--- config.mk ---
export PLATFORM = sky130hd
export DESIGN_NAME = bfx_unit
export DESIGN_NICKNAME = d
export VERILOG_FILES = /design/src/rtl/bfx_pkg.sv /design/src/rtl/bfx_possel.sv /design/src/rtl/bfx_lenclip.sv /design/src/rtl/bfx_align.sv /design/src/rtl/bfx_unit.sv
export SDC_FILE = /design/constraint.sdc
export NUM_CORES = 1
export LEC_CHECK = 0
export BUFFER_PORTS_ARGS = -buffer_cell sky130_fd_sc_hd__buf_2
export CAP_MARGIN = 20
export CORE_ASPECT_RATIO = 1.75
export CORE_MARGIN = 3
export CORE_UTILIZATION = 49
export DETAILED_ROUTE_END_ITERATION = 16
export GPL_TIMING_DRIVEN = 0
export PLACE_DENSITY_LB_ADDON = 0.08
export SETUP_SLACK_MARGIN = 0.1
export SLEW_MARGIN = 20
export SYNTH_ARGS = -nofsm -noshare
export SYNTH_HDL_FRONTEND = slang
export SYNTH_SLANG_ARGS = --single-unit
--- constraint.sdc ---
create_clock -name clk -period 5.8 [get_ports clk]
set_clock_uncertainty 0.15 [all_clocks]
set_input_delay 1.16 -clock clk [delete_from_list [all_inputs] [get_ports clk]]
set_output_delay 1.16 -clock clk [all_outputs]
set_load 0.02 [all_outputs]
--- src/rtl/bfx_pkg.sv ---
// Shared types for the bitfield extract unit.
// Assumes nothing beyond a 1-bit fill selector.
package bfx_pkg;
    typedef enum logic {
        FILL_ZERO = 1'b0,
        FILL_SIGN = 1'b1
    } fill_e;
endpackage

--- src/rtl/bfx_possel.sv ---
// Picks the field's LSB index from either the immediate or the
// shift-amount register value. Assumes both inputs are already valid.
module bfx_possel #(
    parameter int POS_W = 5
) (
    input  logic             use_sar,
    input  logic [POS_W-1:0] imm_pos,
    input  logic [POS_W-1:0] sar_pos,
    output logic [POS_W-1:0] pos
);
    // Select the position source.
    always_comb begin
        pos = use_sar ? sar_pos : imm_pos;
    end
endmodule

--- src/rtl/bfx_lenclip.sv ---
// Turns the length code into an effective length clipped at the top of
// the word, then builds the low-aligned field mask and the index of the
// field's top bit. Assumes DATA_W is a power of two, equal to 2**POS_W.
module bfx_lenclip #(
    parameter int DATA_W = 32,
    parameter int POS_W  = 5
) (
    input  logic [POS_W-1:0]  pos,
    input  logic [POS_W-1:0]  len_code,
    output logic [DATA_W-1:0] mask,
    output logic [POS_W-1:0]  msb_idx
);
    localparam int LW = POS_W + 1;
    localparam logic [LW-1:0] FULL = LW'(DATA_W);

    logic [LW-1:0] len_req;
    logic [LW-1:0] room;
    logic [LW-1:0] eff_len;

    // Decode the length (code 0 = full width) and clip it to the space left.
    always_comb begin
        len_req = (len_code == '0) ? FULL : {1'b0, len_code};
        room    = FULL - {1'b0, pos};
        eff_len = (len_req > room) ? room : len_req;
        msb_idx = POS_W'(eff_len - LW'(1));
    end

    // One mask bit per result bit: set below the effective length.
    for (genvar i = 0; i < DATA_W; i++) begin : g_mask
        assign mask[i] = (LW'(i) < eff_len);
    end
endmodule

--- src/rtl/bfx_align.sv ---
// Shifts the source down by the position, keeps the masked field and
// fills the bits above it with zero or the field's top bit.
// Assumes mask is a contiguous run of ones from bit 0 up to msb_idx.
module bfx_align
    import bfx_pkg::*;
#(
    parameter int DATA_W = 32,
    parameter int POS_W  = 5
) (
    input  logic [DATA_W-1:0] src,
    input  logic [POS_W-1:0]  pos,
    input  logic [DATA_W-1:0] mask,
    input  logic [POS_W-1:0]  msb_idx,
    input  fill_e             fill,
    output logic [DATA_W-1:0] field
);
    logic [DATA_W-1:0] shifted;
    logic              top_bit;

    // Right-justify, mask, then apply the upper fill.
    always_comb begin
        shifted = src >> pos;
        top_bit = shifted[msb_idx];
        if (fill == FILL_SIGN && top_bit) begin
            field = (shifted & mask) | ~mask;
        end else begin
            field = shifted & mask;
        end
    end
endmodule

--- src/rtl/bfx_unit.sv ---
// Top of the bitfield extract unit. Selects the position, clips the
// length, aligns the field and, when REG_OUT is 1, registers the result
// with a matching valid flag one cycle after in_valid.
// Assumes inputs are stable and known while in_valid is high.
module bfx_unit
    import bfx_pkg::*;
#(
    parameter int DATA_W  = 32,
    parameter int REG_OUT = 1
) (
    input  logic                      clk,
    input  logic                      rst_n,
    input  logic                      in_valid,
    input  logic [DATA_W-1:0]         src,
    input  logic [$clog2(DATA_W)-1:0] imm_pos,
    input  logic [$clog2(DATA_W)-1:0] sar_pos,
    input  logic                      use_sar,
    input  logic [$clog2(DATA_W)-1:0] len_code,
    input  logic                      sign_en,
    output logic                      out_valid,
    output logic [DATA_W-1:0]         result
);
    localparam int POS_W = $clog2(DATA_W);

    logic [POS_W-1:0]  pos;
    logic [DATA_W-1:0] mask;
    logic [POS_W-1:0]  msb_idx;
    logic [DATA_W-1:0] field;
    fill_e             fill;

    assign fill = fill_e'(sign_en);

    bfx_possel #(.POS_W(POS_W)) u_possel (
        .use_sar (use_sar),
        .imm_pos (imm_pos),
        .sar_pos (sar_pos),
        .pos     (pos)
    );

    bfx_lenclip #(.DATA_W(DATA_W), .POS_W(POS_W)) u_lenclip (
        .pos      (pos),
        .len_code (len_code),
        .mask     (mask),
        .msb_idx  (msb_idx)
    );

    bfx_align #(.DATA_W(DATA_W), .POS_W(POS_W)) u_align (
        .src     (src),
        .pos     (pos),
        .mask    (mask),
        .msb_idx (msb_idx),
        .fill    (fill),
        .field   (field)
    );

    if (REG_OUT != 0) begin : g_reg
        logic              vld_q;
        logic [DATA_W-1:0] res_q;

        // Capture the field on a valid operation; hold it otherwise.
        always_ff @(posedge clk) begin
            if (!rst_n) begin
                vld_q <= 1'b0;
                res_q <= '0;
            end else begin
                vld_q <= in_valid;
                if (in_valid) begin
                    res_q <= field;
                end
            end
        end
        assign out_valid = vld_q;
        assign result    = res_q;
    end else begin : g_comb
        assign out_valid = in_valid;
        assign result    = field;
    end
endmodule

==> qor.yml, run 1 <==
critical_path:
  crit_top_cell: "buf_8"
  cp_slowest_cell: "or4b_4"
  reg2reg_depth: 2
  critical_path_buf_inv_count: 8
  crit_path_end_kind: "flip-flop"
  critical_path_class: "in -> reg"
  path_max_fanout: 8
  cp_cell_sequence: "buf_12 > buf_8 > mux2_4 > inv_4 > buf_8 > ha_4 > nand3_4 > xnor2_4 > ha_4 > a31o_4 > a2111oi_4 > o21a_1 > buf_6 > nor4_4 > or2_1 > buf_6 > a22o_1 > o32a_1 > or4b_4 > buf_8 > buf_8 > a31oi_1 > nor2_1"
  critPathArrivalTime_ns: 5.69
  crit_family: "compound AO/OA/AOI/OAI gates"
  worstReg2RegStart: "result[25]$_SDFFE_PN0P_"
  reg2reg_slack_ns: 4.89
  required_ns: 5.81
  cp_slowest_stage_delay_ns: 0.57
  critPathLaunchType: "input pin"
  regToRegEndpoint: "result[25]$_SDFFE_PN0P_"
synth:
  syn-num-nets: 688
  yosysSeqAreaShare_pct: 14.7
  synth_ff_type: "dfxtp_1"
  synth.distinct_cells: 77
  async_flop_share_pct: 0
  ys_ff_latch: 33
  synthesis.area_um2: 4500
  synth_warnings: 0
  synth_edf_count: 0
  syn_area_per_cell_um2: 7.15
  syn_inst: 630
cts:
  cts_made_buffers: 5
  clock_sinks: 33
  holdBufCountCts: 0
  clockBufferDepth: 2
  cts_max_level: 2
  path_clk_slew_ns: 0.05
  root_buffer: "clkbuf_16"
  clock_latency_ns: 0.28
  cts_tree: "yes"
timing:
  finalSetupTns_ns: 0
  layout_min_cycle_time_ns: 5.68
  tightest_slew_ns: 0.818
  timing.final.ws_setup_ns: 0.118
  fin_crit_sh_pct: 98.0
  finalSetupViolCount: 0
  drv_slew: 0
  slew_headroom_pct: 45.4
  hold_viol_final: 0
  rsz0062_at_grt: "yes"
  timing.fmax_mhz: 176
floorplan:
  rows: 45
  die_width_um: 78.5
  die_area_um2: 10400
  pin_count: 85
  start_util_pct: 50.9
  coreArea_um2: 8840
  chipHeight_um: 133
placed_design:
  io_buffers: 80
  gp_congestion: 1.02
  pre_cts_slack_ns: -0.904
  hpwl_um: 15900
grt:
  grt_pass1_vias: 5781
  grt_use_total_pct: 37.4
  grt_start_max_net_pins: 11
  grt_overflow: 0
  grt_pass1_wl_um: 30500
  antenna_found_initial: 0
finish:
  fillers: 799
  seq_area_um2: 661
  multi_input_area_um2: 3840
  antenna_cells: 0
  drive_above_1_share_pct: 27.0
  layout.nets: 794
  syn_to_final_growth_pct: 28.1
drt:
  antenna_left: 0
  first_iter_violations: 753
  wl_um: 20800
  dr.pass1.iters: 7
  drt-vias-per-instance: 7.20
  drc: 0
  wl_per_cell_um: 24.4
  num_vias: 6143
power_and_ir_drop:
  ir_drop_uv: 180
  powerDensity_nw_per_um2: 260
  leakage_nw: 2.35
  power_mw: 1.50
hold_path:
  hp-start: "result[27]$_SDFFE_PN0P_"
  holdPathStages: 2
  holdCritPathClass: "reg -> reg"
  worstHoldEndpoint: "result[27]$_SDFFE_PN0P_"
outcome:
  status: "finished, final reports clean"
job:
  cap_viol_max_count: 0
worst register-to-register path, cell delays in order (launching register included):
cell     delay, ns
dfxtp_1       0.32
o21ai_0       0.27
nor2_1        0.07
repair_timing:
item                                    CTS  global route
resized for setup                        23            46
endpoints found under the setup margin   32            30
pin swaps                                 5            14
gates cloned                              0             3
buffers inserted                          5            11
registers in the layout, summed over array words and instances (netlist names):
signal and flops:
out_valid 1, result 32
stage by stage:
step                instance area [um^2]  cells  hold WS, ns  utilization (%)
finish                              5770    853        0.325             65.2
global route                        5770    853        0.336             65.2
CTS                                 5430    839        0.322             61.4
detailed placement                  5120    827        0.316             58.0
global placement                    5120    827        0.306             58.0
floorplan                           4580    630        0.394                -
cell type report:
type	count	share of cell area, %
Timing Repair Buffer	99	9.98
Buffer	53	5.88
Clock buffer	6	2.41
Clock inverter	1	0.130
Tap cell	117	2.54
Sequential cell	33	11.5
Inverter	16	1.08
Multi-Input combinational cell	528	66.5
power by group:
| group | switching, mW | internal, mW | leakage, nW |
|---|---|---|---|
| Clock | 0.0978 | 0.168 | 0.0690 |
| Sequential | 0.0111 | 0.253 | 0.273 |
| Combinational | 0.615 | 0.356 | 2.01 |
| Total | 0.724 | 0.777 | 2.35 |
cell usage in the layout (no fill, tap or decap), types with 7 or more instances in the layout:
cell type | synthesis | layout
a221oi_1 | 10 | 10
dfxtp_1 | 33 | 33
o21ai_0 | 64 | 64
nor3_1 | 18 | 16
o211ai_1 | 9 | 9
nand3_1 | 23 | 21
a31oi_2 | 0 | 7
clkbuf_16 | 0 | 7
o22ai_1 | 10 | 10
a22oi_1 | 21 | 21
buf_4 | 2 | 19
a21oi_1 | 43 | 39
nor2_1 | 60 | 59
nand2_1 | 48 | 48
inv_1 | 15 | 13
or3_1 | 9 | 8
a31oi_1 | 28 | 18
clkbuf_1 | 32 | 27
buf_2 | 13 | 87
mux2i_1 | 48 | 47
cell usage after synthesis (all sizes together), types with 3 or more instances:
library cell	number	share of area [%]
or3	9	1.3
dfxtp	33	15
nor2b	5	0.69
a32oi	4	0.78
o21ai	65	7.3
a211oi	9	1.7
nand4	6	1.2
inv	16	1.3
nor4	5	0.69
nand2	50	4.4
a22o	5	0.97
nor3	19	2.4
a21oi	45	5.2
buf	21	2.9
nand3	23	2.6
o311ai	3	0.58
or2	7	0.97
a31oi	28	3.9
a222oi	3	0.67
mux2	6	1.5
o21a	6	1.0
mux2i	48	11
a21boi	5	0.83
mux4	6	3.0
a221oi	11	2.3
xnor2	6	1.3
a41oi	3	0.58
o211ai	9	1.5
ha	6	1.7
nor2	60	5.0
a22oi	21	3.5
a21o	4	0.67
o22ai	10	1.4
clkbuf	32	2.7
o221ai	5	0.97
routing by layer:
layer  GRT usage (%)  share of wire, %  vias up
li1                -                 -     2665
met1            36.4                32     2781
met2            66.3                49      514
met3            4.56               7.8      183
met4            35.0                11        0
met5               0                 0        -
worst max-delay path by stage:
| stage | startpoint | end | slack (ns) | cells after the start |
|---|---|---|---|---|
| floorplan | use_sar | result[14]$_SDFFE_PN0P_ | 0.13 | 22 |
| global placement | use_sar | result[27]$_SDFFE_PN0P_ | -0.88 | 18 |
| detailed placement | use_sar | result[27]$_SDFFE_PN0P_ | -0.90 | 18 |
| CTS | use_sar | result[14]$_SDFFE_PN0P_ | 0.11 | 21 |
| global route | use_sar | result[30]$_SDFFE_PN0P_ | -0.1 | 24 |
| finish | use_sar | result[30]$_SDFFE_PN0P_ | 0.12 | 23 |
kinds of logic (layout without fill, tap and decap cells):
family,after synthesis,in the layout,share of synthesized area (%)
AO/OA/AOI/OAI,260,260,38.9
adder cells (fa/ha/maj),6,6,1.67
multiplexers,60,60,15.2
AND/OR/NAND/NOR,196,196,21.3
buffers and inverters,69,175,6.95
flip-flops,33,33,14.7
XOR/XNOR,6,6,1.33
(Power assumes the default switching activity.)
==> run 2: changes to the inputs <==
==> constraint.sdc (replaced) <==
create_clock -name clk -period 5.1 [get_ports clk]
set_clock_uncertainty 0.15 [all_clocks]
set_input_delay 1.02 -clock clk [delete_from_list [all_inputs] [get_ports clk]]
set_output_delay 1.02 -clock clk [all_outputs]
set_load 0.02 [all_outputs]
==> qor.yml, run 2 (same netlist as run 1, synthesis figures left out) <==
outcome:
  status: "finished with violations"  # was finished, final reports clean
  violations: "setup timing"
grt:
  grt_start_max_net_pins: 11  # unchanged
  grt_pass1_vias: 6298  # was 5781
  grt_overflow: 0  # unchanged
  grt_use_total_pct: 42.0  # was 37.4%
  grt_pass1_wl_um: 33500  # was 30500 um
  antenna_found_initial: 0  # unchanged
drt:
  antenna_left: 0  # unchanged
  num_vias: 6534  # was 6143
  first_iter_violations: 985  # was 753
  wl_um: 23000  # was 20800 um
  dr.pass1.iters: 12  # was 7
  drt-vias-per-instance: 7.51  # was 7.20
  drc: 0  # unchanged
  wl_per_cell_um: 26.4  # was 24.4 um
hold_path:
  holdCritPathClass: "reg -> reg"  # unchanged
placed_design:
  io_buffers: 80  # unchanged
  gp_congestion: 1.02  # about the same
  hpwl_um: 16400  # was 15900 um
finish:
  syn_to_final_growth_pct: 38.2  # was 28.1%
  layout_common_cells: "87 x buf_2, 62 x o21ai_0, 56 x nor2_1"  # was 87 x buf_2, 64 x o21ai_0, 59 x nor2_1
  final_common_cell: "buf_2"  # unchanged
  fillers: 710  # was 799
  final_util_pct: 70.4  # was 65.2%
  antenna_cells: 0  # unchanged
  largest_reg_flops: 32  # unchanged
  layout.nets: 811  # was 794
  drive_above_1_share_pct: 33.5  # was 27.0%
timing:
  fin_crit_sh_pct: 109
  timing.final.ws_setup_ns: -0.451  # was 0.118 ns
  tightest_slew_ns: 0.831  # was 0.818 ns
  hold_viol_final: 0  # unchanged
  slew_headroom_pct: 44.6  # was 45.4%
  finalSetupViolCount: 31  # was 0
  timing.fmax_mhz: 180
  rsz0062_at_grt: "yes"  # unchanged
  layout_min_cycle_time_ns: 5.55
  drv_slew: 0  # unchanged
  finalSetupTns_ns: -9.96  # was 0 ns
cts:
  clock_sinks: 33  # unchanged
  cts_made_buffers: 5  # unchanged
  cts_max_level: 2  # unchanged
  cts_tree: "yes"  # unchanged
  root_buffer: "clkbuf_16"  # unchanged
  clock_latency_ns: 0.28  # about the same
  path_clk_slew_ns: 0.05  # about the same
  holdBufCountCts: 0  # unchanged
  clockBufferDepth: 2  # unchanged
floorplan:
  chipHeight_um: 133  # unchanged
  start_util_pct: 50.9  # unchanged
  pin_count: 85  # unchanged
  rows: 45  # unchanged
  coreArea_um2: 8840  # unchanged
  die_area_um2: 10400  # unchanged
  die_width_um: 78.5  # unchanged
power_and_ir_drop:
  leakage_nw: 2.50  # was 2.35 nW
  ir_drop_uv: 216  # was 180 uV
  powerDensity_nw_per_um2: 310  # was 260 nW/um^2
critical_path:
  required_ns: 5.11  # was 5.81 ns
  critPathArrivalTime_ns: 5.56  # was 5.69 ns
  path_max_fanout: 8  # unchanged
  critical_path_class: "in -> reg"  # unchanged
  crit_path_end_kind: "flip-flop"  # unchanged
  critPathLaunchType: "input pin"  # unchanged
job:
  cap_viol_max_count: 0  # unchanged
run 2: changes by cell type in the layout (fill, tap and decap cells not counted), moves of 4 or more:
cell     previous run  this run
a31oi_4             3        12
a31oi_2             7         2
buf_4              19        37
a21oi_1            39        27
a31oi_1            18        14
a21oi_2             6        16
run 2: layout make-up:
type / count / area [um^2] / share of cell area (%)
multi-input cells: 528 / 4120 / 66.2
clock inverters: 1 / 7.51 / 0.121
flip-flops and latches: 33 / 661 / 10.6
well taps: 117 / 146 / 2.35
repair buffers: 117 / 738 / 11.9
clock buffers: 6 / 139 / 2.23
plain buffers: 52 / 345 / 5.55
inverters: 16 / 62.6 / 1.01
run 2: repair_timing:
item,CTS,global route
resized for setup,62,55
endpoints found under the setup margin,32,32
pin swaps,18,16
endpoints found under the hold margin,0,0
gates cloned,2,1
setup buffers,28,7
run 2: per-layer routing:
metal / wire length [um] / track usage, % / vias to the layer above
met2: 11100 / 71.1 / 635
li1: - / - / 2705
met1: 7080 / 39.4 / 2938
met5: 0 / 0 / -
met4: 2730 / 42.2 / 0
met3: 2070 / 10.0 / 256
run 2: critical path, stage by stage:
cell       delay, ns
buf_12          0.12
buf_8           0.12
buf_4           0.14
mux2_4          0.39
nor2_4          0.12
nand2_1         0.10
ha_2            0.41
o211ai_1        0.17
a211oi_2        0.34
a2111oi_4       0.10
o21a_1          0.13
buf_6           0.13
o211ai_1        0.40
nand2_2         0.12
a22o_1          0.24
o32a_1          0.29
or4b_4          0.60
buf_8           0.19
buf_8           0.14
a31oi_1         0.19
nor2_1          0.09
run 2: report_power, final:
part | internal, mW | leakage (nW) | switching [mW]
Clock | 0.191 | 0.0690 | 0.112
Combinational | 0.505 | 2.16 | 0.818
Sequential | 0.288 | 0.273 | 0.0125
Total | 0.984 | 2.50 | 0.942
run 2: worst paths after layout:
kind | from | endpoint | slack (ns) | cells past startpoint
setup / recovery | use_sar | result[28]$_SDFFE_PN0P_ | -0.45 | 21
hold / removal | result[27]$_SDFFE_PN0P_ | result[27]$_SDFFE_PN0P_ | 0.32 | 2
setup reg to reg | result[12]$_SDFFE_PN0P_ | result[12]$_SDFFE_PN0P_ | 4.11 | 2
hold reg to reg | result[27]$_SDFFE_PN0P_ | result[27]$_SDFFE_PN0P_ | 0.32 | 2
run 2: stage by stage:
step	hold WS, ns	worst slack, ns	area (um^2)	std cells	total power [mW]
2_1_floorplan	0.394	-0.388	4620	630	0.935
3_3_place_gp	0.306	-1.65	5170	827	1.21
3_5_place_dp	0.308	-1.70	5170	827	1.22
4_1_cts	0.315	-0.315	5890	863	1.72
5_1_grt	0.331	-0.489	6220	870	1.98
6_report	0.323	-0.451	6220	870	1.93
